### src/rtl/trip_pkg.sv
package trip_pkg;

  typedef struct packed {
    logic startFw;
    logic applyDirect;
    logic tick;
    logic applyHeld;
    logic clearAll;
  } tripStrobe_t;

  typedef enum logic [1:0] {
    ST_WATCH = 2'd0,
    ST_FREE  = 2'd1,
    ST_HOLD  = 2'd2
  } tripState_t;

  localparam int CODE_W      = 4;
  localparam int LUT_DEPTH   = 16;
  localparam int ADDR_STATUS = 16;
  localparam int ADDR_CLEAR  = 17;
  localparam int ADDR_FREE   = 18;
  localparam int CLR_W       = 8;

  localparam logic [CODE_W-1:0] CODE_OFF  = 4'hA;
  localparam logic [CODE_W-1:0] CODE_LOW  = 4'h6;
  localparam logic [CODE_W-1:0] CODE_HIGH = 4'h9;

  // Index bits: 3 speedHigh, 2 overVolt, 1 overCurr, 0 swFault
  function automatic logic [CODE_W-1:0] defaultTrip(input logic [3:0] idx);
    logic [CODE_W-1:0] code;
    code = '0;
    if (!idx[3]) begin
      if (idx[1] || idx[2]) code = CODE_OFF;
    end else if (idx[2]) begin
      code = idx[0] ? CODE_HIGH : CODE_LOW;
    end else if (idx[1]) begin
      code = CODE_OFF;
    end
    return code;
  endfunction

endpackage

### src/rtl/trip_datapath.sv
module trip_datapath
  import trip_pkg::*;
#(
  parameter int ADDR_W   = 5,
  parameter int DATA_W   = 32,
  parameter int CNT_W    = 32,
  parameter int FW_RESET = 0
) (
  input  logic              clk,
  input  logic              rstN,
  input  logic [3:0]        faultIn,
  input  logic              regWe,
  input  logic [ADDR_W-1:0] regAddr,
  input  logic [DATA_W-1:0] regWdata,
  output logic [DATA_W-1:0] regRdata,
  input  tripStrobe_t       strobe,
  output logic              hit,
  output logic              armedZero,
  output logic              cntLast,
  output logic              clrPending,
  output logic [CODE_W-1:0] tripOut
);

  localparam logic [ADDR_W-1:0] A_STATUS = ADDR_W'(ADDR_STATUS);
  localparam logic [ADDR_W-1:0] A_CLEAR  = ADDR_W'(ADDR_CLEAR);
  localparam logic [ADDR_W-1:0] A_FREE   = ADDR_W'(ADDR_FREE);
  localparam logic [ADDR_W-1:0] A_LUTEND = ADDR_W'(LUT_DEPTH);

  logic [3:0]        syncA, syncB;
  logic [CODE_W-1:0] lut [LUT_DEPTH];
  logic [CODE_W-1:0] curEntry;
  logic [CODE_W-1:0] heldCode, statusReg, tripReg;
  logic [CNT_W-1:0]  fwReg, armedCnt, cnt;
  logic [CLR_W-1:0]  clrReq;
  logic              lutSel;

  assign lutSel = regAddr < A_LUTEND;

  // Programmable decision table, one register per entry
  for (genvar gi = 0; gi < LUT_DEPTH; gi++) begin : g_lut
    always_ff @(posedge clk or negedge rstN) begin
      if (!rstN) lut[gi] <= defaultTrip(4'(gi));
      else if (regWe && lutSel && regAddr[3:0] == 4'(gi))
        lut[gi] <= regWdata[CODE_W-1:0];
    end
  end

  assign curEntry   = lut[syncB];
  assign hit        = (syncB != '0) && (curEntry != '0);
  assign armedZero  = armedCnt == '0;
  assign cntLast    = cnt == CNT_W'(1);
  assign clrPending = clrReq != '0;
  assign tripOut    = tripReg;

  always_ff @(posedge clk or negedge rstN) begin
    if (!rstN) begin
      syncA     <= '0;
      syncB     <= '0;
      tripReg   <= '0;
      statusReg <= '0;
      heldCode  <= '0;
      cnt       <= '0;
      armedCnt  <= CNT_W'(FW_RESET);
      fwReg     <= CNT_W'(FW_RESET);
      clrReq    <= '0;
    end else begin
      syncA <= faultIn;
      syncB <= syncA;
      if (regWe && regAddr == A_FREE) fwReg <= regWdata[CNT_W-1:0];
      if (strobe.clearAll) begin
        tripReg   <= '0;
        statusReg <= '0;
        clrReq    <= '0;
        armedCnt  <= fwReg;
      end else if (regWe && regAddr == A_CLEAR) begin
        clrReq <= regWdata[CLR_W-1:0];
      end
      if (strobe.startFw) begin
        tripReg  <= CODE_OFF;
        cnt      <= armedCnt;
        heldCode <= curEntry;
      end
      if (strobe.tick) cnt <= cnt - CNT_W'(1);
      if (strobe.applyDirect) begin
        tripReg   <= curEntry;
        statusReg <= curEntry;
        heldCode  <= curEntry;
      end
      if (strobe.applyHeld) begin
        tripReg   <= heldCode;
        statusReg <= heldCode;
      end
    end
  end

  always_comb begin
    regRdata = '0;
    if (lutSel) regRdata = DATA_W'(lut[regAddr[3:0]]);
    else if (regAddr == A_STATUS) regRdata = DATA_W'(statusReg);
    else if (regAddr == A_CLEAR) regRdata = DATA_W'(clrReq);
    else if (regAddr == A_FREE) regRdata = DATA_W'(fwReg);
  end

endmodule

### src/rtl/trip_ctrl.sv
module trip_ctrl
  import trip_pkg::*;
(
  input  logic        clk,
  input  logic        rstN,
  input  logic        hit,
  input  logic        armedZero,
  input  logic        cntLast,
  input  logic        clrPending,
  output tripStrobe_t strobe
);

  tripState_t state, stateNxt;

  always_ff @(posedge clk or negedge rstN) begin
    if (!rstN) state <= ST_WATCH;
    else state <= stateNxt;
  end

  always_comb begin
    strobe   = '0;
    stateNxt = state;
    unique case (state)
      ST_WATCH: begin
        if (hit) begin
          if (armedZero) begin
            strobe.applyDirect = 1'b1;
            stateNxt = ST_HOLD;
          end else begin
            strobe.startFw = 1'b1;
            stateNxt = ST_FREE;
          end
        end
      end
      ST_FREE: begin
        if (cntLast) begin
          strobe.applyHeld = 1'b1;
          stateNxt = ST_HOLD;
        end else begin
          strobe.tick = 1'b1;
        end
      end
      ST_HOLD: begin
        if (clrPending) begin
          strobe.clearAll = 1'b1;
          stateNxt = ST_WATCH;
        end
      end
      default: stateNxt = ST_WATCH;
    endcase
  end

endmodule

### src/rtl/trip_latch.sv
module trip_latch
  import trip_pkg::*;
#(
  parameter int ADDR_W   = 5,
  parameter int DATA_W   = 32,
  parameter int CNT_W    = 32,
  parameter int FW_RESET = 0
) (
  input  logic              clk,
  input  logic              rstN,
  input  logic              swFault,
  input  logic              overCurr,
  input  logic              overVolt,
  input  logic              speedHigh,
  input  logic              regWe,
  input  logic [ADDR_W-1:0] regAddr,
  input  logic [DATA_W-1:0] regWdata,
  output logic [DATA_W-1:0] regRdata,
  output logic [3:0]        tripOut
);

  tripStrobe_t strobe;
  logic        hit, armedZero, cntLast, clrPending;

  trip_datapath #(
    .ADDR_W(ADDR_W), .DATA_W(DATA_W), .CNT_W(CNT_W), .FW_RESET(FW_RESET)
  ) dp_i (
    .clk(clk), .rstN(rstN),
    .faultIn({speedHigh, overVolt, overCurr, swFault}),
    .regWe(regWe), .regAddr(regAddr), .regWdata(regWdata), .regRdata(regRdata),
    .strobe(strobe), .hit(hit), .armedZero(armedZero), .cntLast(cntLast),
    .clrPending(clrPending), .tripOut(tripOut)
  );

  trip_ctrl ctrl_i (
    .clk(clk), .rstN(rstN), .hit(hit), .armedZero(armedZero),
    .cntLast(cntLast), .clrPending(clrPending), .strobe(strobe)
  );

endmodule

### config.mk
export PLATFORM = sky130hd
export DESIGN_NAME = trip_latch
export DESIGN_NICKNAME = d
export VERILOG_FILES = /design/src/rtl/trip_pkg.sv /design/src/rtl/trip_datapath.sv /design/src/rtl/trip_ctrl.sv /design/src/rtl/trip_latch.sv
export SDC_FILE = /design/constraint.sdc
export NUM_CORES = 1
export LEC_CHECK = 0
export ABC_AREA = 1
export BUFFER_PORTS_ARGS = -buffer_cell sky130_fd_sc_hd__buf_2
export CAP_MARGIN = 20
export CORE_ASPECT_RATIO = 1.1
export CORE_MARGIN = 2
export CORE_UTILIZATION = 60
export DETAILED_ROUTE_END_ITERATION = 10
export PLACE_DENSITY = 0.8
export REMOVE_ABC_BUFFERS = 1
export SETUP_SLACK_MARGIN = 0.1
export SYNTH_ARGS = -nofsm -noshare
export SYNTH_HDL_FRONTEND = slang
export SYNTH_SLANG_ARGS = --single-unit
### constraint.sdc
create_clock -name clk -period 2.41 [get_ports clk]
set_input_delay 0.1205 -clock clk [delete_from_list [all_inputs] [get_ports clk]]
set_output_delay 0.1205 -clock clk [all_outputs]
set_load 0.02 [all_outputs]
==> Word-level counts from Yosys, hierarchy flattened <==
Cells that the tools add are included.
{ "word_totals": {"output_inout_bits": 36, "word_cells": 124, "in_bits": 44, "reg_bits": 190} }
{ "classes": {"reduce_logical": 32, "eq_ne": 24, "order_cmp": 3, "bitwise": 2, "n_addsub": 1, "muxes": 36} }
{ "op_table": {"columns": ["op", "n"], "rows": [
  ["$mux W32", 6],
  ["$mux W4", 12],
  ["$bmux W4 S4", 2],
  ["$eq A32 B1 Y1 const B", 1],
  ["$eq A4 B4 Y1 const B", 8],
  ["$logic_not A32 Y1", 1],
  ["$sub A32 B1 Y32 const B", 1],
  ["$logic_and A1 B1 Y1", 20],
  ["$eq A4 B3 Y1 const B", 4],
  ["$mux W8", 2],
  ["$eq A5 B5 Y1 const B", 3],
  ["$mux W2", 7],
  ["$reduce_bool A4 Y1", 3],
  ["$ge A5 B5 Y1 const B", 2],
  ["$not A4 Y5", 2],
  ["$eq A4 B2 Y1 const B", 2],
  ["$reduce_bool A8 Y1", 1],
  ["$mux W1", 6],
  ["$pmux W2 S3", 1],
  ["$reduce_bool A2 Y1", 3],
  ["$lt A5 B5 Y1 const B", 1],
  ["$eq A4 B1 Y1 const B", 1],
  ["$logic_not A4 Y1", 1],
  ["$ne A2 B2 Y1 const B", 2],
  ["6 further kinds", 6]
]} }

==> Longest topological paths before layout <==
Gate-level depths: netlist of run 1.
{ "depth": {"word_depth": 11, "mapped_depth": 17, "ltp_nobuf": 14} }

==> Modules after synthesis <==
From an unflattened synthesis of run 1, not the netlist that was laid out.
{ "hier_totals": {"hier_cells": 1287, "hier_area_um2": 9755.6} }
{ "modules_own_cells": {"columns": ["module", "instances", "seq_area_each_um2", "cells_per_inst", "area_per_inst_um2"], "rows": [
  ["trip_datapath", 1, 4734.5, 1261, 9604.2],
  ["trip_ctrl", 1, 50.0, 26, 151.4]
]} }

==> Worst setup path before layout of run 1 <==
OpenSTA, ideal clock, no wires.
{ "synth_timing": {"kind": "register -> register", "start": "register dp_i.cnt[0]", "end": "register dp_i.cnt[28]", "required_time_ns": 2.294, "arrival_time_ns": 1.749, "stages_incl_launch_ff": 13, "n_path_buf": 0, "synth_period_minus_slack_ns": 1.865, "path_slack_ns": 0.545, "setup_time_ns": 0.116, "cell_sequence": "dfrtp_1 -> inv_1 -> ha_1 -> nand2_1 -> nor2_2 -> nand3_1 -> nor3_1 -> nand2_1 -> xor2_1 -> nand2_1 -> nand2_1 -> nand2_1 -> nand2_1"} }
{ "synth_between": {"elab_chain_len": 4, "word_cells_on_any_way": 6, "cone_classes": "1 x add/sub; 1 x eq/ne; 3 x mux; 1 x reduce/logical"} }
{ "synth_rtl": {"columns": ["item", "line", "rtl"], "rows": [
  ["start, declared", "trip_datapath.sv:33", "logic [CNT_W-1:0] fwReg, armedCnt, cnt;"],
  ["start signal, assigned", "trip_datapath.sv:80", "cnt <= armedCnt;"],
  ["start signal, assigned", "trip_datapath.sv:83", "if (strobe.tick) cnt <= cnt - CNT_W'(1);"],
  ["parallel branches: the longest is 4 deep, another holds $sub A32 B1 Y32", null, null]
]} }
Parallel ways; which one is timed is not known.
A chain may end at the register's enable or synchronous reset.

==> Worst setup path in the final report of run 1 <==
{ "layout_timing": {"start": "register dp_i.lut[16] (netlist bit)", "end": "output regRdata[0]"} }
{ "layout_between": {"elab_chain_len": 4} }
{ "layout_rtl": {"columns": ["item", "line", "rtl"], "rows": [
  ["start, declared", "trip_datapath.sv:30", "logic [CODE_W-1:0] lut [LUT_DEPTH];"],
  ["start signal, assigned by index", "trip_datapath.sv:42", "if (!rstN) lut[gi] <= defaultTrip(4'(gi));"],
  ["start signal, assigned by index", "trip_datapath.sv:44", "lut[gi] <= regWdata[CODE_W-1:0];"],
  ["$bmux W4 S4", "trip_datapath.sv:98", "if (lutSel) regRdata = DATA_W'(lut[regAddr[3:0]]);"],
  ["$mux W4 (implied by the code) (2 in a row)", "trip_datapath.sv:98", null],
  ["$mux W32", "trip_datapath.sv:98", null],
  ["end, declared", "trip_latch.sv:18", "output logic [DATA_W-1:0] regRdata,"]
]} }
No other way between the ends. The select of a mux whose other input is x is not followed.

==> results.cfg, run 1 <==
[clocking]
cts_sinks = 190
cts_tree = done
cts_buffers = 17
clk_latency_ns = 0.44
root_buffer = clkbuf_16
htreeDepth = 4
path_clk_slew_ns = 0.07
clockBufferDepth = 2
cts_setup_buffers = 0

[timing]
rsz0062_at_grt = false
skew_ns = 0.00804
finalSetupTns_ns = 0
min_period_over_period_pct = 91.2
fin_crit_ns = 2.20
final_hold_viol_count = 0
slew_violations = 0
max_freq_ghz = 0.455
worst_pin_slew_ns = 0.735
worst_slack_ns = 0.212
finalSetupViolations = 0
relSlewSlack_pct = 51.0

[placement]
place_inst = 1591
place.gp.congestion = 0.951
pre_cts_ws_ns = 0.228
hpwl_um = 17000
portBuffers = 79

[synth]
synth_area_per_cell_um2 = 7.41
synthDistinctLibCells = 31
synth_flop_cell = dfrtp_1
ys_async_sr_fraction_pct = 100
synth-edff-count = 0
syn_area_mm2 = 0.00993
synth.top_cell.area_share_pct = 41.9
yosysTopAreaCell = dfrtp_1
synthTopCellsByArea = dfrtp_1 (42%), nand2_1 (15%), o21ai_0 (8.8%)
syn_inst = 1339
yosysWarnings = 0
yosysSeqAreaShare_pct = 48.2
yosys_register_bits = 190

[die]
die_area_mm2 = 0.0176
ios = 80
die_height_um = 139
coreArea_mm2 = 0.0162
fp-row-count = 49
die_w_um = 127
initial_core_util_pct = 61.1

[critical_path]
crit_type = reg2out
reg2reg_slack_ns = 0.25
reg2reg_from = dp_i.syncB[1]
reg2reg_depth = 13
cp_max_fo = 2
r2r-end = dp_i.cnt[10]
startpoint = dp_i.lut[16]
worstSetupEndpoint = regRdata[0]
cp-end-kind = output pin
critPathRequiredTime_ns = 2.29
crit_arrival_ns = 2.08
critPathLaunchType = flip-flop

[power_and_ir_drop]
powerDensity_mw_per_mm2 = 1060
p_seq_share_pct = 40.5
pwr-share-clk_pct = 23.8
p_sw_uw = 4880
p_comb_share_pct = 35.8
swShare_pct = 40.1
p_leak_uw = 0.00592
p_int_uw = 7300
ir_drop_mv = 0.676

[finish]
final_layout_size_suffix_gt1_share_pct = 12.1
layout.nets = 1485
area_delta_synth_final_pct = 15.4
instances_no_fill = 1656
utilization_pct = 70.5
antenna_cells = 0

[outcome]
outcome = finished clean

[routing]
wl_um = 25500
firstDrtPassIters = 7
vias = 9217
drcViolationCount = 0
ant_nets = 0
avgViaCountPerCell = 5.57
post_drt_wl_per_cell_um = 15.4
first_iter_violations = 865

[grt]
grt_first_pass_wirelength_um = 42200
grt_usage_pct = 29.6
grt_pass1_vias = 8995
grt_overflow = 0
antenna_found_initial = 0
grt_max_degree = 76

[min_path]
whs_path_depth = 5
hold_class = in2reg

[job]
drv_cap = 0
worst min-delay path by stage:
stage,from,end
after floorplan,rstN,ctrl_i.state[0]
after global placement,rstN,dp_i.fwReg[11]
after detailed placement,rstN,dp_i.fwReg[13]
after CTS,regWe,dp_i.clrReq[3]
after global routing,regWe,dp_i.clrReq[0]
final,regWe,dp_i.clrReq[2]
Yosys cell counts, types with 2 or more instances:
| library cell | n |
|---|---|
| a21oi_1 | 39 |
| a221oi_1 | 4 |
| buf_1 | 2 |
| buf_2 | 10 |
| buf_4 | 7 |
| buf_6 | 6 |
| clkbuf_1 | 26 |
| dfrtp_1 | 166 |
| dfstp_2 | 24 |
| ha_1 | 2 |
| inv_1 | 168 |
| inv_2 | 3 |
| inv_4 | 2 |
| nand2_1 | 394 |
| nand2_2 | 2 |
| nand2_4 | 2 |
| nand3_1 | 105 |
| nand4_1 | 13 |
| nor2_1 | 119 |
| nor2_2 | 5 |
| nor3_1 | 6 |
| nor4_1 | 3 |
| o2111ai_1 | 3 |
| o211ai_1 | 2 |
| o21ai_0 | 175 |
| o22ai_1 | 27 |
| xnor2_1 | 10 |
| xor2_1 | 11 |
cells by family (layout without fill, tap and decap cells):
kind of cell / Yosys count / after routing / synth area share [%]
simple gates: 651 / 651 / 27.0
buf+inv: 224 / 337 / 9.37
flops: 190 / 190 / 48.2
xor+xnor: 21 / 21 / 1.85
fa+ha+maj: 2 / 2 / 0.252
compound gates: 251 / 251 / 13.3
routing by layer:
| layer | GRT usage [%] | part of all wire [%] | vias up | routed length, µm |
|---|---|---|---|---|
| li1 | - | - | 4485 | - |
| met1 | 36.7 | 40 | 4320 | 10300 |
| met2 | 50.4 | 50 | 324 | 12700 |
| met3 | 4.90 | 5.0 | 88 | 1290 |
| met4 | 14.0 | 4.4 | 0 | 1130 |
| met5 | 0 | 0 | - | 0 |
layout by cell type, fill, tap and decap left out, types with 18 or more instances in the layout:
cell,instances
dlygate4sd3_1,33
a21oi_1,39
buf_2,78
nand2_1,393
nor2_1,118
inv_1,168
nand3_1,103
buf_4,18
o21ai_0,175
dfrtp_1,166
o22ai_1,27
dfstp_2,24
cell type report:
| cell class | count | area, µm² |
|---|---|---|
| Clock inverter | 13 | 155 |
| Tap cell | 204 | 255 |
| Fill cell | 1299 | 4790 |
| Inverter | 173 | 654 |
| Timing Repair Buffer | 132 | 910 |
| Clock buffer | 19 | 453 |
| Sequential cell | 190 | 4780 |
| Multi-Input combinational cell | 925 | 4250 |
power groups by stage:
stage	Sequential, µW	Clock, µW	Combinational [µW]
6_report	4930	2890	4360
4_1_cts	4910	2920	4280
3_5_place_dp	4950	0	4200
5_1_grt	5040	3040	5020
2_1_floorplan	4780	0	3080
3_3_place_gp	4920	0	4060
through the flow:
step | hold WS, ns | instance area [µm²] | power, µW
2_1_floorplan | -0.175 | 9650 | 7850
3_3_place_gp | 0.179 | 10500 | 8990
3_5_place_dp | 0.177 | 10500 | 9150
4_1_cts | 0.236 | 11400 | 12100
5_1_grt | 0.283 | 11500 | 13100
6_report | 0.234 | 11500 | 12200
critical path, cell delays in order (launching register included):
cell,delay [ns]
dfrtp_1,0.39
inv_1,0.09
o22ai_1,0.09
o21ai_0,0.42
nand4_1,0.20
nand2_1,0.12
o2111ai_1,0.14
buf_2,0.19
repair_timing:
action | in CTS | in global routing
resized for setup | 0 | 5
hold buffers | 33 | 0
setup endpoints to repair | 0 | 32
hold endpoints to repair | 97 | 0
sequential cells by signal (all words and copies together) (netlist names):
name,count
dp_i.lut,64
dp_i.armedCnt,32
dp_i.cnt,32
dp_i.fwReg,32
dp_i.clrReq,8
dp_i.heldCode,4
dp_i.statusReg,4
dp_i.syncA,4
dp_i.syncB,4
dp_i.tripOut,4
ctrl_i.state,2
(Power assumes the default switching activity.)
==> run 2, diff against run 1 <==
--- a/config.mk
+++ b/config.mk
@@ -15,5 +15,4 @@
 export PLACE_DENSITY = 0.8
 export REMOVE_ABC_BUFFERS = 1
-export SETUP_SLACK_MARGIN = 0.1
 export SYNTH_ARGS = -nofsm -noshare
 export SYNTH_HDL_FRONTEND = slang
==> constraint.sdc (replaced) <==
create_clock -name clk -period 2.41 [get_ports clk]
set_input_delay 0.3615 -clock clk [delete_from_list [all_inputs] [get_ports clk]]
set_output_delay 0.3615 -clock clk [all_outputs]
set_load 0.02 [all_outputs]
==> results.cfg, run 2 (same netlist as run 1, synthesis figures left out) <==
[outcome]
outcome = finished clean

[timing]
worst_pin_slew_ns = 0.716
relSlewSlack_pct = 52.3
final_hold_viol_count = 0
min_period_over_period_pct = 97.9
fin_crit_ns = 2.36
rsz0062_at_grt = false
worst_slack_ns = 0.0517
slew_violations = 0
finalSetupViolations = 0
finalSetupTns_ns = 0
max_freq_ghz = 0.424
skew_ns = 0.0111

[critical_path]
cp-end-kind = output pin
crit_chain = inv_1 -> o22ai_1 -> o21ai_0 -> nand4_1 -> nand2_1 -> o2111ai_1 -> buf_2
r2r-end = dp_i.cnt[29]
cp_slowest_stage_delay_ns = 0.53
slowest_stage = dfstp_2
cp_max_fo = 2
critPathLaunchType = flip-flop
reg2reg_depth = 9
crit_type = reg2out
crit_arrival_ns = 2.00
critPathRequiredTime_ns = 2.05
reg2reg_from = dp_i.cnt[25]
reg2reg_slack_ns = 0.16

[routing]
first_iter_violations = 748
firstDrtPassIters = 5
vias = 8950
ant_nets = 0
post_drt_wl_per_cell_um = 15.3
avgViaCountPerCell = 5.49
wl_um = 25000
drcViolationCount = 0

[min_path]
worstHoldStart = speedHigh
hold_path_end = dp_i.syncA[3]
whs_path_depth = 1
hold_class = in2reg

[placement]
place.gp.congestion = 0.993
portBuffers = 79
hpwl_um = 17300
pre_cts_ws_ns = 0.0982
dpl_cell_area_mm2 = 0.0106

[power_and_ir_drop]
ir_drop_mv = 0.703
p_leak_uw = 0.00583
powerDensity_mw_per_mm2 = 1080
finalPower_uw = 12000

[clocking]
htreeDepth = 4
path_clk_slew_ns = 0.07
cts_setup_buffers = 0
clk_latency_ns = 0.44
cts_buffers = 17
clockBufferDepth = 2
cts_tree = done
root_buffer = clkbuf_16
cts_sinks = 190

[die]
coreArea_mm2 = 0.0162
die_height_um = 139
die_area_mm2 = 0.0176
die_w_um = 127
ios = 80
fp-row-count = 49
initial_core_util_pct = 61.1

[grt]
grt_first_pass_wirelength_um = 41500
grt_overflow = 0
busiest_layer = met2
antenna_found_initial = 0
met1_usage_pct = 37.3
met2_usage_pct = 49.8
use_met3_pct = 4.48
grt_usage_pct = 29.3
grt_max_degree = 66
grt_pass1_vias = 8570

[job]
drv_cap = 0

[finish]
layout.nets = 1460
fin_area_mm2 = 0.0112
antenna_cells = 0
final_layout_size_suffix_gt1_share_pct = 12.9
largest_reg_flops = 64
area_delta_synth_final_pct = 12.7
most-common-layout-cells = nand2_1 (393), o21ai_0 (175), inv_1 (167)
layout_commonest_cell = nand2_1
regMostFlops = dp_i.lut
fillers = 1402
-- run 2: changes by cell type in the layout (fill, tap and decap cells not counted), sizes merged, moves of 2 or more --
cell | before | now
dlygate4sd3 | 33 | 1
buf | 98 | 105
inv | 177 | 181
clkinvlp | 3 | 0
clkbuf | 20 | 18
clkinv | 4 | 6
-- run 2: how the worst max path moves through the flow --
stage                              end  slack [ns]          start  cells after the start
after global placement     regRdata[1]        0.10     regAddr[0]                     12
after CTS                  regRdata[0]        0.09     regAddr[0]                      9
after detailed placement   regRdata[0]         0.1     regAddr[0]                      9
after floorplan           dp_i.cnt[11]       -0.37    dp_i.cnt[9]                     10
final                      regRdata[0]        0.05    dp_i.lut[0]                      7
after global routing      dp_i.cnt[29]       0.002  dp_i.syncB[0]                     14
-- run 2: cell type report --
class	count	area [µm²]	share of cell area (%)
timing repair buffer	107	683	6.11
inverter	173	654	5.85
tap	204	255	2.28
clock inverter	15	150	1.34
multi-input combinational	925	4230	37.8
sequential	190	4780	42.8
clock buffer	17	425	3.80
-- run 2: power by group --
group          internal [µW]  switching, µW
Combinational           1510           2840
Clock                   1460           1300
Sequential              4200            726
Total                   7170           4870
-- run 2: per-layer routing --
metal,share of wire [%],up-vias
met1,41,4166
met3,4.4,85
met4,3.6,0
li1,-,4430
met5,0,-
met2,51,269
-- run 2: repair_timing --
action / 4_1_cts / 5_1_grt
resized for setup: 0 / 5
endpoints found under the setup margin: 0 / 36
hold buffers: 1 / 0
hold endpoints to repair: 59 / 0
-- run 2: stage by stage --
stage,std cells,util (%),hold WS (ns)
after floorplan,1288,-,0.0659
after global placement,1598,65.1,0.332
after detailed placement,1598,65.1,0.336
after CTS,1631,68.7,0.0226
after global routing,1631,68.8,0.0147
final,1631,68.8,0.0267
-- run 2: critical path, delay by kind of cell, from the launching register on --
kind	cells	cell delay (ns)
AOI/OAI and AO/OA	3	0.56
DFF	1	0.53
buffers and inverters	2	0.26
and+or+nand+nor	2	0.22
==> run 3, diff against run 2 <==
- ABC_CLOCK_PERIOD_IN_PS: not set -> 2300
- clock period: 2.41 -> 2.3 ns (I/O delays scaled with it)
==> results.cfg, run 3 (same netlist as run 1, synthesis figures left out) <==
[critical_path]
reg2reg_from = dp_i.cnt[1]
path_buf_inv = 2
critPathRequiredTime_ns = 1.96
crit_family = compound AO/OA/AOI/OAI gates
reg2reg_depth = 11
reg2reg_slack_ns = 0.16
r2r-end = dp_i.cnt[22]
path_common_cell = o21ai_1
cp_slowest_stage_delay_ns = 0.53
cp_max_fo = 2
cp-end-kind = output pin
crit_type = reg2out
crit_chain = inv_1 -> o22ai_1 -> a221oi_1 -> o21ai_1 -> o21ai_1 -> nand2_1 -> buf_2
crit_arrival_ns = 1.87
critPathLaunchType = flip-flop
slowest_stage = dfstp_2

[die]
initial_core_util_pct = 61.1
die_height_um = 139
fp-row-count = 49
die_area_mm2 = 0.0176
die_w_um = 127
ios = 80
coreArea_mm2 = 0.0162

[placement]
place.gp.congestion = 0.957
hpwl_um = 17800
portBuffers = 79

[min_path]
hold_class = in2reg
worstHoldStart = regWdata[23]
whs_path_depth = 3
hold_path_end = dp_i.fwReg[23]

[routing]
firstDrtPassIters = 7
drcViolationCount = 0
first_iter_violations = 740
vias = 9037
post_drt_wl_per_cell_um = 15.5
wl_um = 25600
avgViaCountPerCell = 5.49
ant_nets = 0

[power_and_ir_drop]
p_leak_uw = 0.00591
p_seq_share_pct = 40.1
ir_drop_mv = 0.729
p_int_uw = 7720
p_sw_uw = 5170
powerDensity_mw_per_mm2 = 1130
swShare_pct = 40.1
pwr-share-clk_pct = 23.5
p_comb_share_pct = 36.5
finalPower_uw = 12900

[job]
drv_cap = 0

[timing]
finalSetupViolations = 0
fin_crit_ns = 2.22
relSlewSlack_pct = 55.1
skew_ns = 0.00951
slew_violations = 0
worst_pin_slew_ns = 0.673
max_freq_ghz = 0.451
min_period_over_period_pct = 96.4
final_hold_viol_count = 0
fin_hold_ws_ns = 0.150
rsz0062_at_grt = false

[grt]
grt_max_degree = 65
grt_usage_pct = 30.0
grt_pass1_vias = 8976
antenna_found_initial = 0
grt_overflow = 0
grt_first_pass_wirelength_um = 42900

[finish]
seqCellArea_mm2 = 0.00479
fillers = 1354
layout.nets = 1476
area_delta_synth_final_pct = 14.5
layout_commonest_cell = nand2_1
final_layout_size_suffix_gt1_share_pct = 13.9
antenna_cells = 0
most-common-layout-cells = nand2_1 (391), o21ai_0 (166), inv_1 (166)
multiInputGateArea_mm2 = 0.00426
largest_reg_flops = 64
regMostFlops = dp_i.lut

[clocking]
clk_latency_ns = 0.44
htreeDepth = 4
cts_sinks = 190
cts_buffers = 17
clockBufferDepth = 2
root_buffer = clkbuf_16
path_clk_slew_ns = 0.07
cts_tree = done

[outcome]
outcome = finished clean
run 3: repair_timing:
action | CTS | global route
endpoints found under the hold margin | 43 | 2
setup buffers | 0 | 2
gates resized for setup | 6 | 20
gates cloned | 0 | 1
pin swaps | 0 | 2
endpoints found under the setup margin | 4 | 41
hold buffers | 3 | 2
run 3: power by group through the flow:
stage | Clock, µW | Sequential, µW | Combinational, µW
global placement | 0 | 5160 | 4320
floorplan | 0 | 5000 | 3220
detailed placement | 0 | 5180 | 4480
CTS | 3060 | 5150 | 4540
finish | 3030 | 5170 | 4700
global route | 3190 | 5290 | 5340
run 3: worst min-delay path, stage by stage:
cell and delay [ns]:
buf_2 0.07, nor2_1 0.03, a21oi_1 0.10
run 3: worst max path at each step:
| stage | from | to | slack [ns] | depth (start not counted) |
|---|---|---|---|---|
| 2_1_floorplan | dp_i.cnt[9] | dp_i.cnt[11] | -0.48 | 10 |
| 3_3_place_gp | regAddr[0] | regRdata[3] | -0.11 | 10 |
| 3_5_place_dp | regAddr[0] | regRdata[3] | -0.14 | 10 |
| 4_1_cts | regAddr[0] | regRdata[0] | 0.006 | 11 |
| 5_1_grt | dp_i.lut[17] | regRdata[1] | 0.007 | 7 |
| 6_report | dp_i.lut[17] | regRdata[1] | 0.08 | 7 |
run 3: per-stage QoR:
stage | setup TNS [ns] | util, % | std cells | setup slack [ns] | instance area [µm²]
6_report | 0 | 69.9 | 1647 | 0.0835 | 11400
5_1_grt | 0 | 69.9 | 1647 | 0.00663 | 11400
4_1_cts | 0 | 69.4 | 1642 | 0.00572 | 11300
3_5_place_dp | -0.242 | 65.5 | 1607 | -0.139 | 10600
3_3_place_gp | -0.258 | 65.5 | 1607 | -0.106 | 10600
2_1_floorplan | -18.24 | - | 1288 | -0.481 | 9650
run 3: final cells by class:
class / instances / area share, %
tap: 204 / 2.25
inverter: 173 / 5.82
timing repair buffer: 122 / 7.01
clock buffer: 20 / 4.02
multi-input combinational: 926 / 37.5
clock inverter: 12 / 1.28
sequential: 190 / 42.1
run 3: layer usage:
metal	track usage [%]	wire (µm)
met1	37.4	10400
met4	12.8	828
met5	0	0
met2	52.1	13300
met3	4.40	1070
